===== src/rtl/pcm_rx_pkg.sv =====
package pcm_rx_pkg;

    // Which word clock transitions close a frame
    typedef enum logic [1:0] {
        WEDGE_ANY  = 2'd0,
        WEDGE_RISE = 2'd1,
        WEDGE_FALL = 2'd2
    } wedge_e;

    // Word clock tracking state
    typedef struct packed {
        logic prev;
        logic primed;
    } wedge_st_t;

endpackage


===== src/rtl/pcm_rx_wedge.sv =====
module pcm_rx_wedge
    import pcm_rx_pkg::*;
#(
    parameter wedge_e WEDGE = WEDGE_ANY
) (
    input  logic clk,
    input  logic rst_n,
    input  logic wclk,
    output logic frame_end
);

    wedge_st_t st_d, st_q;
    logic      hit;

    // Transition qualifier chosen by parameter
    generate
        if (WEDGE == WEDGE_RISE) begin : g_rise
            assign hit = wclk & ~st_q.prev;
        end else if (WEDGE == WEDGE_FALL) begin : g_fall
            assign hit = ~wclk & st_q.prev;
        end else begin : g_any
            assign hit = wclk ^ st_q.prev;
        end
    endgenerate

    // No boundary until one real sample of wclk has been taken
    assign frame_end = st_q.primed & hit;

    always_comb begin
        st_d        = st_q;
        st_d.prev   = wclk;
        st_d.primed = 1'b1;
    end

    always_ff @(posedge clk or negedge rst_n) begin
        if (!rst_n) begin
            st_q <= '0;
        end else begin
            st_q <= st_d;
        end
    end

endmodule


===== src/rtl/pcm_rx_shift.sv =====
module pcm_rx_shift #(
    parameter int WORD_W = 24
) (
    input  logic              clk,
    input  logic              rst_n,
    input  logic              sdata,
    input  logic              frame_end,
    output logic [WORD_W-1:0] acc_word,
    output logic              acc_short
);

    localparam int CNT_W = $clog2(WORD_W + 1);
    localparam logic [CNT_W-1:0] CNT_FULL = CNT_W'(WORD_W);

    typedef struct packed {
        logic [WORD_W-1:0] bits;
        logic [CNT_W-1:0]  cnt;
    } sh_st_t;

    sh_st_t st_d, st_q;

    always_comb begin
        st_d = st_q;
        if (frame_end) begin
            // Bit at the boundary edge opens the next frame; older bits drop
            st_d.bits = {{(WORD_W-1){1'b0}}, sdata};
            st_d.cnt  = CNT_W'(1);
        end else begin
            st_d.bits = {st_q.bits[WORD_W-2:0], sdata};
            st_d.cnt  = (st_q.cnt == CNT_FULL) ? st_q.cnt : st_q.cnt + CNT_W'(1);
        end
    end

    assign acc_word  = st_q.bits;
    assign acc_short = (st_q.cnt < CNT_FULL);

    always_ff @(posedge clk or negedge rst_n) begin
        if (!rst_n) begin
            st_q <= '0;
        end else begin
            st_q <= st_d;
        end
    end

endmodule


===== src/rtl/pcm_rx_hold.sv =====
module pcm_rx_hold #(
    parameter int WORD_W = 24
) (
    input  logic              clk,
    input  logic              rst_n,
    input  logic              frame_end,
    input  logic [WORD_W-1:0] acc_word,
    input  logic              acc_short,
    output logic [WORD_W-1:0] out_word,
    output logic              out_valid,
    output logic              out_short
);

    typedef struct packed {
        logic [WORD_W-1:0] word;
        logic              valid;
        logic              short_f;
    } hold_st_t;

    hold_st_t st_d, st_q;

    always_comb begin
        st_d       = st_q;
        st_d.valid = frame_end;
        if (frame_end) begin
            st_d.word    = acc_word;
            st_d.short_f = acc_short;
        end
    end

    assign out_word  = st_q.word;
    assign out_valid = st_q.valid;
    assign out_short = st_q.short_f;

    always_ff @(posedge clk or negedge rst_n) begin
        if (!rst_n) begin
            st_q <= '0;
        end else begin
            st_q <= st_d;
        end
    end

endmodule


===== src/rtl/pcm_rj_receiver.sv =====
module pcm_rj_receiver
    import pcm_rx_pkg::*;
#(
    parameter int     WORD_W = 24,
    parameter wedge_e WEDGE  = WEDGE_ANY
) (
    input  logic                     bclk,
    input  logic                     rst_n,
    input  logic                     sdata,
    input  logic                     wclk,
    output logic signed [WORD_W-1:0] word,
    output logic                     word_valid,
    output logic                     short_frame
);

    logic              frame_end;
    logic [WORD_W-1:0] acc_word;
    logic              acc_short;
    logic [WORD_W-1:0] held_word;

    pcm_rx_wedge #(
        .WEDGE (WEDGE)
    ) u_wedge (
        .clk       (bclk),
        .rst_n     (rst_n),
        .wclk      (wclk),
        .frame_end (frame_end)
    );

    pcm_rx_shift #(
        .WORD_W (WORD_W)
    ) u_shift (
        .clk       (bclk),
        .rst_n     (rst_n),
        .sdata     (sdata),
        .frame_end (frame_end),
        .acc_word  (acc_word),
        .acc_short (acc_short)
    );

    pcm_rx_hold #(
        .WORD_W (WORD_W)
    ) u_hold (
        .clk       (bclk),
        .rst_n     (rst_n),
        .frame_end (frame_end),
        .acc_word  (acc_word),
        .acc_short (acc_short),
        .out_word  (held_word),
        .out_valid (word_valid),
        .out_short (short_frame)
    );

    assign word = $signed(held_word);

endmodule


===== config.mk =====
export PLATFORM = sky130hd
export DESIGN_NAME = pcm_rj_receiver
export DESIGN_NICKNAME = d
export VERILOG_FILES = /design/src/rtl/pcm_rx_pkg.sv /design/src/rtl/pcm_rx_wedge.sv /design/src/rtl/pcm_rx_shift.sv /design/src/rtl/pcm_rx_hold.sv /design/src/rtl/pcm_rj_receiver.sv
export SDC_FILE = /design/constraint.sdc
export NUM_CORES = 1
export LEC_CHECK = 0
export ABC_AREA = 0
export BUFFER_PORTS_ARGS = -buffer_cell sky130_fd_sc_hd__buf_2
export CORE_ASPECT_RATIO = 0.75
export CORE_MARGIN = 4
export CORE_UTILIZATION = 40
export CTS_CLUSTER_SIZE = 14
export DETAILED_ROUTE_END_ITERATION = 7
export GPL_ROUTABILITY_DRIVEN = 0
export PLACE_DENSITY = 0.62
export SYNTH_ARGS = -nofsm -noshare
export SYNTH_HDL_FRONTEND = slang
export SYNTH_SLANG_ARGS = --single-unit

===== constraint.sdc =====
create_clock -name bclk -period 1.75 [get_ports bclk]
set_input_delay 0 -clock bclk [delete_from_list [all_inputs] [get_ports bclk]]
set_output_delay 0 -clock bclk [all_outputs]
set_load 0.01 [all_outputs]

# --- Word-level counts from Yosys, hierarchy flattened ---
# Cells that the tools add are included.
classes:
  addsub: 1
  order_cmp: 1
  eq_ne: 2
  n_mux: 2
  bitwise_logic: 2
ops:
  columns: ["operator", "n"]
  rows:
  - ["$mux W29", 1]
  - ["$add A5 B1 Y5 const B", 1]
  - ["$eq A5 B5 Y1 const B", 1]
  - ["$lt A5 B5 Y1 const B", 1]
  - ["$mux W5", 1]
  - ["$ne A2 B2 Y1 const B", 1]
  - ["$and A1 B1 Y1", 1]
  - ["$xor A1 B1 Y1", 1]
word_totals:
  regBits: 57

# --- Longest topological paths before layout ---
# Gate-level depths: netlist (run 1).
logic_depth:
  depth_word: 3
  depth_mapped: 5
  mapped_depth_nobuf: 5

# --- By module ---
# From an unflattened synthesis (run 1), not the netlist that was laid out.
unflattened:
  hier_cells: 160
  hier_area_um2: 2362.3
modules_own_cells:
  columns: ["mod", "instances", "cells_per_inst", "area_per_inst_um2"]
  rows:
  - ["pcm_rx_shift", 1, 101, 1234.9]
  - ["pcm_rx_hold", 1, 54, 1058.5]
  - ["pcm_rx_wedge", 1, 5, 68.8]

# --- Least setup slack after synthesis (run 1) ---
# OpenSTA, ideal clock, no wires.
synth_path:
  kind: "register -> register"
  start: "reg u_wedge.st_q[1] (netlist bit)"
  end: "reg u_hold.st_q, in the netlist u_hold.out_word[10]"
  t_arrival_ps: 1192
  required_time_ps: 1625
  slack_ps: 433
  stages_incl_launch_ff: 6
  period_less_slack_ps: 1317
  cell_sequence: "dfrtp_1 xor2_1 nand2_1 buf_6 buf_12 mux2_4"
synth_between:
  elab_chain_cells: 2
synth_rtl:
  columns: ["element", "line_no", "text"]
  rows:
  - ["from (decl)", "pcm_rx_wedge.sv:12", "wedge_st_t st_d, st_q;"]
  - ["from (signal assigned)", "pcm_rx_wedge.sv:39", "st_q <= st_d;"]
  - ["$xor A1 B1 Y1", "pcm_rx_wedge.sv:22", "assign hit = wclk ^ st_q.prev;"]
  - ["$and A1 B1 Y1", "pcm_rx_wedge.sv:27", "assign frame_end = st_q.primed & hit;"]
  - ["to (signal assigned)", "pcm_rx_hold.sv:39", "st_q <= st_d;"]
  - ["to (decl)", "pcm_rx_hold.sv:20", "hold_st_t st_d, st_q;"]
# No other way between the ends.
# A chain may end at the register's enable or synchronous reset.

# --- Worst setup path after layout (run 1) ---
layout_path:
  start: "reg u_wedge.st_q[1] (netlist bit)"
  end: "reg u_hold.st_q, in the netlist u_hold.out_word[16]"
layout_between:
  elab_chain_cells: 2
layout_rtl:
  columns: ["element", "line_no", "text"]
  rows:
  - ["$xor A1 B1 Y1", "pcm_rx_wedge.sv:22", null]
  - ["$and A1 B1 Y1", "pcm_rx_wedge.sv:27", null]
  - ["net frame_end", "pcm_rj_receiver.sv:16", "logic frame_end;"]
# The timed path passes the listed nets, and every way through them passes these cells.

==> impl_metrics.ini, run 1 <==
[outcome]
outcome = finished, final reports clean

[global_routing]
grt_util_all_layers_pct = 11.7
antenna_found_initial = 0
grt_pass1_vias = 1234
grt_max_degree = 58
grt_pass1_wl_um = 5800
gr-total-overflow = 0

[floorplanning]
start_util_pct = 42.1
die_w_um = 91.6
die-area_um2 = 6470
core-area_um2 = 4980
dieHeight_um = 70.7
rows = 22
pin_count = 30

[layout]
antennaDiodeCount = 0
area_delta_synth_final_pct = 21.0
final_nets = 179
fillers = 450
drive_gt1_share_pct = 40.1
design_area_um2 = 2530

[logic_synthesis]
yosysUniqueCellTypes = 21
syn_area_um2 = 2100
async_flop_share_pct = 100
netlist_instances = 132
syn-num-nets = 138
ys_warn_count = 0
synth_common_cells = 57 x dfrtp_1, 23 x and2_1, 15 x mux2_4
ys_seq_elements = 57
synth_ff_type = dfrtp_1
yosysMostFrequentCell = dfrtp_1
yosysTopAreaCellShare_pct = 68.1
synth.largest_area_cell = dfrtp_1
synth_seq_area_share_pct = 68.1
yosys-top-cells-area = dfrtp_1 68%, mux2_4 11%, and2_1 6.9%, mux2_2 4.8%, xor2_1 1.7%
syn_avg_cell_area_um2 = 15.9
synth_edf_count = 0

[min_path]
hold_class = input pin to asynchronous set/reset pin

[timing]
setup_viol = 0
max_freq_mhz = 648
drv_slew = 0
rsz0062_at_grt = false
hold_viol_final = 0
period_minus_slack_ns = 1.54
hold_ws_ns = 0.195
timing.final.ws_setup_ns = 0.207
period_share_pct = 88.2
final.setup.tns_ns = 0
skew_ns = 0.00623

[critical_path]
cpPeakStageDelay_ns = 0.37
crit_path_start_kind = flop
worst_ep_arrival_time_ns = 1.76
cp_data_required_time_ns = 1.97
crit_slowest_cell = dfrtp_1
crit_fanout = 9
endpoint_kind = flop
path_class = flop to flop
path_cells = xor2_1, nand2_2, clkinv_1, mux2_2

[routing]
firstDrtPassIters = 4
first_iter_violations = 29
wl_per_cell_um = 13.1
drc = 0
routed_wl_um = 3250
vias_per_cell = 4.42
ant_nets = 0
via_count = 1100

[clock_tree]
cts_setup_buffers = 0
cts-htree-levels = 3
clk_latency_ns = 0.33
cts_tree = built
numCtsBuffers = 9
clkTransAtPathRegs_ns = 0.06
cts_root_buf = clkbuf_8
cts_sinks = 57
cts_buffer_depth = 2

[power]
power-per-cell-area_nw_per_um2 = 1110
leakage_nw = 1.37
ir_drop_mv = 0.605

[job]
maxCapViolations = 0

[placed_design]
io_buffers = 29
post-dp-hpwl_um = 2070
dp_worst_setup_slack_ns = 0.222
dpl_cell_area_um2 = 2340
==> power by group <==
| part | internal, mW | leakage (nW) | switching (mW) |
|---|---|---|---|
| registers | 1.42 | 0.762 | 0.0716 |
| clock network | 0.533 | 0.0887 | 0.471 |
| logic | 0.161 | 0.518 | 0.156 |
| total | 2.11 | 1.37 | 0.699 |
==> what timing repair did <==
action                                 4_1_cts  5_1_grt
endpoints found under the hold margin       59        0
hold buffers                                 3        0
resized for setup                            0        0
==> flip-flops by register name, summed over array words and instances, names as in the netlist <==
signal and cells:
u_wedge.st_q 2, u_hold.out_short 1, u_shift.st_q 5, u_hold.out_valid 1
u_shift.acc_word 24, u_hold.out_word 24
==> cell families (layout without fill, tap and decap cells) <==
| kind of cell | count (synthesis) | count (layout) | share of synthesized area [%] |
|---|---|---|---|
| multiplexers | 25 | 25 | 16.1 |
| XOR/XNOR | 5 | 5 | 2.09 |
| AO/OA/AOI/OAI | 2 | 2 | 0.537 |
| other | 1 | 1 | 0.179 |
| AND/OR/NAND/NOR | 32 | 32 | 8.96 |
| flip-flops | 57 | 57 | 68.1 |
| adder cells (fa/ha/maj) | 2 | 2 | 1.19 |
| buffers and inverters | 8 | 53 | 2.93 |
==> final cells by class <==
type	instances	area (um^2)	area share, %
Timing Repair Buffer	35	235	9.28
Clock inverter	4	20.0	0.790
Inverter	3	11.3	0.444
Tap cell	72	90.1	3.55
Sequential cell	57	1430	56.3
Clock buffer	11	141	5.58
Multi-Input combinational cell	67	611	24.1
==> layer usage <==
metal	track usage [%]	vias to the layer above	part of all wire, %
li1	-	509	-
met4	4.01	0	1.3
met1	13.7	559	46
met5	0	-	0
met2	18.0	27	45
met3	7.12	5	6.9
==> critical path, delay by kind of cell (launching register included) <==
kind / cells / cell delay (ns)
flip-flops: 1 / 0.37
multiplexers: 1 / 0.34
buffers and inverters: 1 / 0.30
AND/OR/NAND/NOR: 1 / 0.24
XOR/XNOR: 1 / 0.18
==> worst paths after layout <==
path / startpoint / endpoint / slack, ns / cells past startpoint
hold / removal: rst_n / u_hold.out_word[6] / 0.19 / 3
setup / recovery: u_wedge.st_q[1] / u_hold.out_word[16] / 0.21 / 4
hold reg to reg: u_shift.acc_word[23] / u_hold.out_word[23] / 0.47 / 1
max in group asynchronous: rst_n / u_shift.acc_word[0] / 1.32 / 3
setup reg to reg: u_wedge.st_q[1] / u_hold.out_word[16] / 0.21 / 4
min in group bclk: sdata / u_shift.acc_word[0] / 0.31 / 2
==> per-stage QoR <==
step	util (%)	cells	power (mW)
2_1_floorplan	-	132	1.71
3_3_place_gp	47.0	231	1.82
3_5_place_dp	47.0	231	1.83
4_1_cts	50.9	249	2.86
5_1_grt	50.9	249	2.97
6_report	50.9	249	2.81
==> layout by cell type (no fill, tap or decap), drive strengths merged <==
cell type,n
nand3,2
clkinv,5
and3,1
and2,23
clkbuf,11
ha,2
conb,1
buf,32
a21oi,1
mux2,24
nand2,2
mux2i,1
dfrtp,57
nor2,3
a31oi,1
nand4b,1
dlygate4sd3,3
xnor2,1
inv,2
xor2,4
(Power assumes the default switching activity.)
==> inputs of run 2 (changes only) <==
MAX_ROUTING_LAYER = met4   (was unset)
PLACE_DENSITY = unset   (was 0.62)
==> run 2 against run 1 <==
Against the previous run: die area did not move; hold slack improved by 0.13 ns; cell count rose by 0.40%; flip-flop and latch count did not move; sequential share of layout area rose by 0.28 points; routed wire length fell by 0.58%; register-to-register slack improved by 0.13 ns; global-route usage rose by 0.36 points; final area fell by 0.49%; highest routed layer unchanged.
==> impl_metrics.ini, run 2 (synthesis gave the netlist of run 1 again) <==
[timing]
setup_viol = 0
period_minus_slack_ns = 1.41
hold_ws_ns = 0.320
skew_ns = 0.00835
hold_viol_final = 0
period_share_pct = 80.6
drv_slew = 0
final.setup.tns_ns = 0
tightest_slew_ns = 0.676
rsz0062_at_grt = false
slew_headroom_pct = 54.9
max_freq_mhz = 709

[layout]
fin_util_pct = 50.6
area_delta_synth_final_pct = 20.4
drive_gt1_share_pct = 39.9
antennaDiodeCount = 0
final_common_cell = dfrtp_1
final_cell_mix = 57 x dfrtp_1, 29 x buf_2, 23 x and2_1
final_nets = 179

[global_routing]
gr-total-overflow = 0
grt_pass1_vias = 1167
antenna_found_initial = 0
grt_util_all_layers_pct = 12.1
grt_pass1_wl_um = 5730
grt_max_degree = 58

[clock_tree]
cts_buffer_depth = 2
cts_tree = built
cts-htree-levels = 3
clk_latency_ns = 0.32
cts_setup_buffers = 0
numCtsBuffers = 9
clkTransAtPathRegs_ns = 0.06
cts_root_buf = clkbuf_8
cts_sinks = 57

[floorplanning]
start_util_pct = 42.1
die-area_um2 = 6470
pin_count = 30
rows = 22
dieHeight_um = 70.7
die_w_um = 91.6
core-area_um2 = 4980

[critical_path]
crit_slowest_cell = dfrtp_1
path_cells = xor2_1, nand2_2, buf_12, mux2_2
cp_data_required_time_ns = 1.95
worst_ep_arrival_time_ns = 1.61
crit_path_start_kind = flop
crit_fanout = 36
path_class = flop to flop
cpPeakStageDelay_ns = 0.37
endpoint_kind = flop
cp_top_family = flip-flops
critical_path_buf_inv_count = 1

[routing]
wl_per_cell_um = 12.9
first_iter_violations = 49
ant_nets = 0
routed_wl_um = 3230
drc = 0
via_count = 1090
vias_per_cell = 4.36
firstDrtPassIters = 4

[power]
switching_power_mw = 0.700
total_power_mw = 2.86
power-per-cell-area_nw_per_um2 = 1130
p_int_mw = 2.16
pwr-share-clk_pct = 37.0
leakage_nw = 1.36
switching_share_pct = 24.5
ir_drop_mv = 0.718
seq_power_share_pct = 52.3
p_comb_share_pct = 10.7

[placed_design]
post-dp-hpwl_um = 2060
io_buffers = 29

[outcome]
outcome = finished, final reports clean

[job]
maxCapViolations = 0

[min_path]
hold_class = input pin to flop
==> run 2: worst paths after layout <==
kind	startpoint	to	slack, ns	cells past startpoint
setup / recovery	u_wedge.st_q[1]	u_hold.out_word[4]	0.34	4
hold / removal	sdata	u_shift.acc_word[0]	0.32	2
setup reg to reg	u_wedge.st_q[1]	u_hold.out_word[4]	0.34	4
hold reg to reg	u_shift.acc_word[7]	u_shift.acc_word[8]	0.47	1
max in group asynchronous	rst_n	u_hold.out_word[11]	0.97	3
min in group asynchronous	rst_n	u_hold.out_word[6]	0.34	3
==> run 2: per-layer routing <==
metal,part of all wire (%),track usage (%)
met5,0,-
met3,5.7,5.95
met4,1.1,5.52
met1,47,15.2
met2,46,16.3
==> run 2: power groups by stage <==
stage          registers (mW)  logic [mW]  clock network [mW]
5_1_grt                  1.50       0.349                1.17
3_3_place_gp             1.51       0.297                   0
6_report                 1.49       0.305                1.06
3_5_place_dp             1.51       0.305                   0
2_1_floorplan            1.52       0.189                   0
4_1_cts                  1.49       0.314                1.11
==> run 2: timing repair <==
action                                 CTS  global route
gates resized for setup                  0             0
endpoints found under the hold margin   59             0
hold buffers                             3             0
==> run 2: final cells by class <==
type / instances / area (um^2)
Sequential cell: 57 / 1430
Multi-Input combinational cell: 67 / 611
Tap cell: 72 / 90.1
Clock inverter: 3 / 15.0
Clock buffer: 13 / 159
Timing Repair Buffer: 35 / 210
Inverter: 3 / 11.3
Fill cell: 430 / 2460
==> run 2: worst reg2reg max path, cell delays in order (launching register included) <==
cell	delay (ns)
dfrtp_1	0.37
xor2_1	0.18
nand2_2	0.15
buf_12	0.22
mux2_2	0.37
==> run 2: stage by stage <==
step / instance area, um^2 / instances / worst slack, ns
detailed placement: 2320 / 231 / 0.364
floorplan: 2100 / 132 / 0.433
CTS: 2520 / 250 / 0.337
finish: 2520 / 250 / 0.340
global placement: 2320 / 231 / 0.403
global route: 2520 / 250 / 0.263
==> inputs of run 3 (changes only) <==
clock period = 1.2 ns   (was 1.75 ns; I/O delays follow)
==> run 3 against run 2 <==
Against the previous run: critical path depth did not move; combinational power is 110% higher; the flow now finishes with violations (negative setup slack); flip-flop and latch count did not move; die area unchanged; largest cell class unchanged; critical endpoint is now u_hold.out_word[7]; highest routed layer unchanged.
==> impl_metrics.ini, run 3 (synthesis gave the netlist of run 1 again) <==
[outcome]
outcome = finished with violations
failed_checks = negative setup slack

[critical_path]
crit_fanout = 10
path_class = flop to flop
timing.rr.start = u_wedge.st_q[1]
worst_ep_arrival_time_ns = 1.53
crit_path_start_kind = flop
reg2reg_depth = 4
endpoint_kind = flop
regToRegEndpoint = u_hold.out_word[7]
timing.reg2reg.setup_slack_ns = -0.12
cp_data_required_time_ns = 1.41

[clock_tree]
cts_root_buf = clkbuf_8
clkTransAtPathRegs_ns = 0.06
clk_latency_ns = 0.33
cts_tree = built
cts_sinks = 57
cts_buffer_depth = 2
cts-htree-levels = 3
numCtsBuffers = 9

[power]
ir_drop_mv = 1.06
power-per-cell-area_nw_per_um2 = 1730
leakage_nw = 1.51
total_power_mw = 4.82

[timing]
timing.final.ws_setup_ns = -0.124
rsz0062_at_grt = true
setup_viol = 43
skew_ns = 0.00777
period_share_pct = 110
final.setup.tns_ns = -4.60
hold_viol_final = 0
drv_slew = 0
max_freq_mhz = 755
period_minus_slack_ns = 1.32

[global_routing]
grt_max_degree = 42
antenna_found_initial = 0
grt_pass1_vias = 1251
grt_pass1_wl_um = 6200
gr-total-overflow = 0
grt_util_all_layers_pct = 12.8

[placed_design]
post-dp-hpwl_um = 2340
dp_worst_setup_slack_ns = -0.157
io_buffers = 29

[floorplanning]
core-area_um2 = 4980
rows = 22
die_w_um = 91.6
start_util_pct = 42.1
pin_count = 30
die-area_um2 = 6470
dieHeight_um = 70.7

[layout]
multiInputGateArea_um2 = 653
final_nets = 192
fillers = 409
antennaDiodeCount = 0
final_common_cell = dfrtp_1
final_cell_mix = 57 x dfrtp_1, 29 x buf_2, 22 x and2_1
fin_util_pct = 55.9
seqCellArea_um2 = 1430
drive_gt1_share_pct = 47.1
area_delta_synth_final_pct = 32.8

[routing]
ant_nets = 0
firstDrtPassIters = 4
first_iter_violations = 12
via_count = 1148
vias_per_cell = 4.37
routed_wl_um = 3640
drc = 0
wl_per_cell_um = 13.9

[min_path]
hold_class = input pin to asynchronous set/reset pin

[job]
maxCapViolations = 0
[run 3: cell count changes in the layout (fill, tap and decap cells not counted), moves of 2 or more]
cell	change
buf_12	+2
buf_4	+8
bufinv_16	+2
clkbuf_1	-2
clkbuf_16	+2
mux2_2	-6
mux2_4	+6
[run 3: per-stage QoR]
stage | cell area (um^2) | hold slack [ns] | std cells
after floorplan | 2100 | -0.296 | 132
after global placement | 2370 | -0.0616 | 234
after detailed placement | 2370 | -0.0532 | 234
after CTS | 2670 | -0.165 | 257
after global routing | 2780 | 0.169 | 263
final | 2780 | 0.128 | 263
[run 3: final cells by class]
class                           count  share of cell area [%]
Inverter                            3                   0.450
Tap cell                           72                    3.24
Clock inverter                      5                    2.79
Timing Repair Buffer               48                    13.4
Sequential cell                    57                    51.3
Clock buffer                       11                    5.44
Multi-Input combinational cell     67                    23.5
[run 3: critical path, cell delays in order, from the launching register on]
cell,delay (ns)
dfrtp_1,0.39
xor2_2,0.22
nand2_4,0.13
buf_12,0.17
mux2_4,0.29
[run 3: worst max path at each step]
| stage | startpoint | to | slack, ns | cells after the start |
|---|---|---|---|---|
| 2_1_floorplan | u_wedge.st_q[1] | u_hold.out_word[10] | -0.1 | 5 |
| 3_3_place_gp | u_wedge.st_q[1] | u_hold.out_word[22] | -0.11 | 4 |
| 3_5_place_dp | u_wedge.st_q[1] | u_hold.out_word[20] | -0.16 | 4 |
| 4_1_cts | u_wedge.st_q[1] | u_hold.out_word[7] | -0.10 | 4 |
| 5_1_grt | u_wedge.st_q[1] | u_hold.out_word[7] | -0.16 | 4 |
| 6_report | u_wedge.st_q[1] | u_hold.out_word[7] | -0.12 | 4 |
[run 3: where the power goes]
part           switching (mW)  total, mW  internal [mW]  leakage (nW)
Combinational           0.284      0.641          0.357         0.632
Sequential              0.106       2.17           2.07         0.762
Clock                   0.727       2.00           1.27         0.115
[run 3: what timing repair did]
item	CTS	global route
hold endpoints to repair	59	1
endpoints found under the setup margin	50	48
hold buffers	2	1
resized for setup	4	8
pin swaps	1	2
cloned	0	2
setup buffers	5	3
[run 3: per-layer routing]
| layer | track usage [%] | vias up | share of wire, % |
|---|---|---|---|
| li1 | - | 537 | - |
| met1 | 15.7 | 584 | 46 |
| met2 | 19.0 | 25 | 48 |
| met3 | 6.38 | 2 | 6.4 |
| met4 | 3.01 | 0 | 0.22 |
| met5 | - | - | 0 |
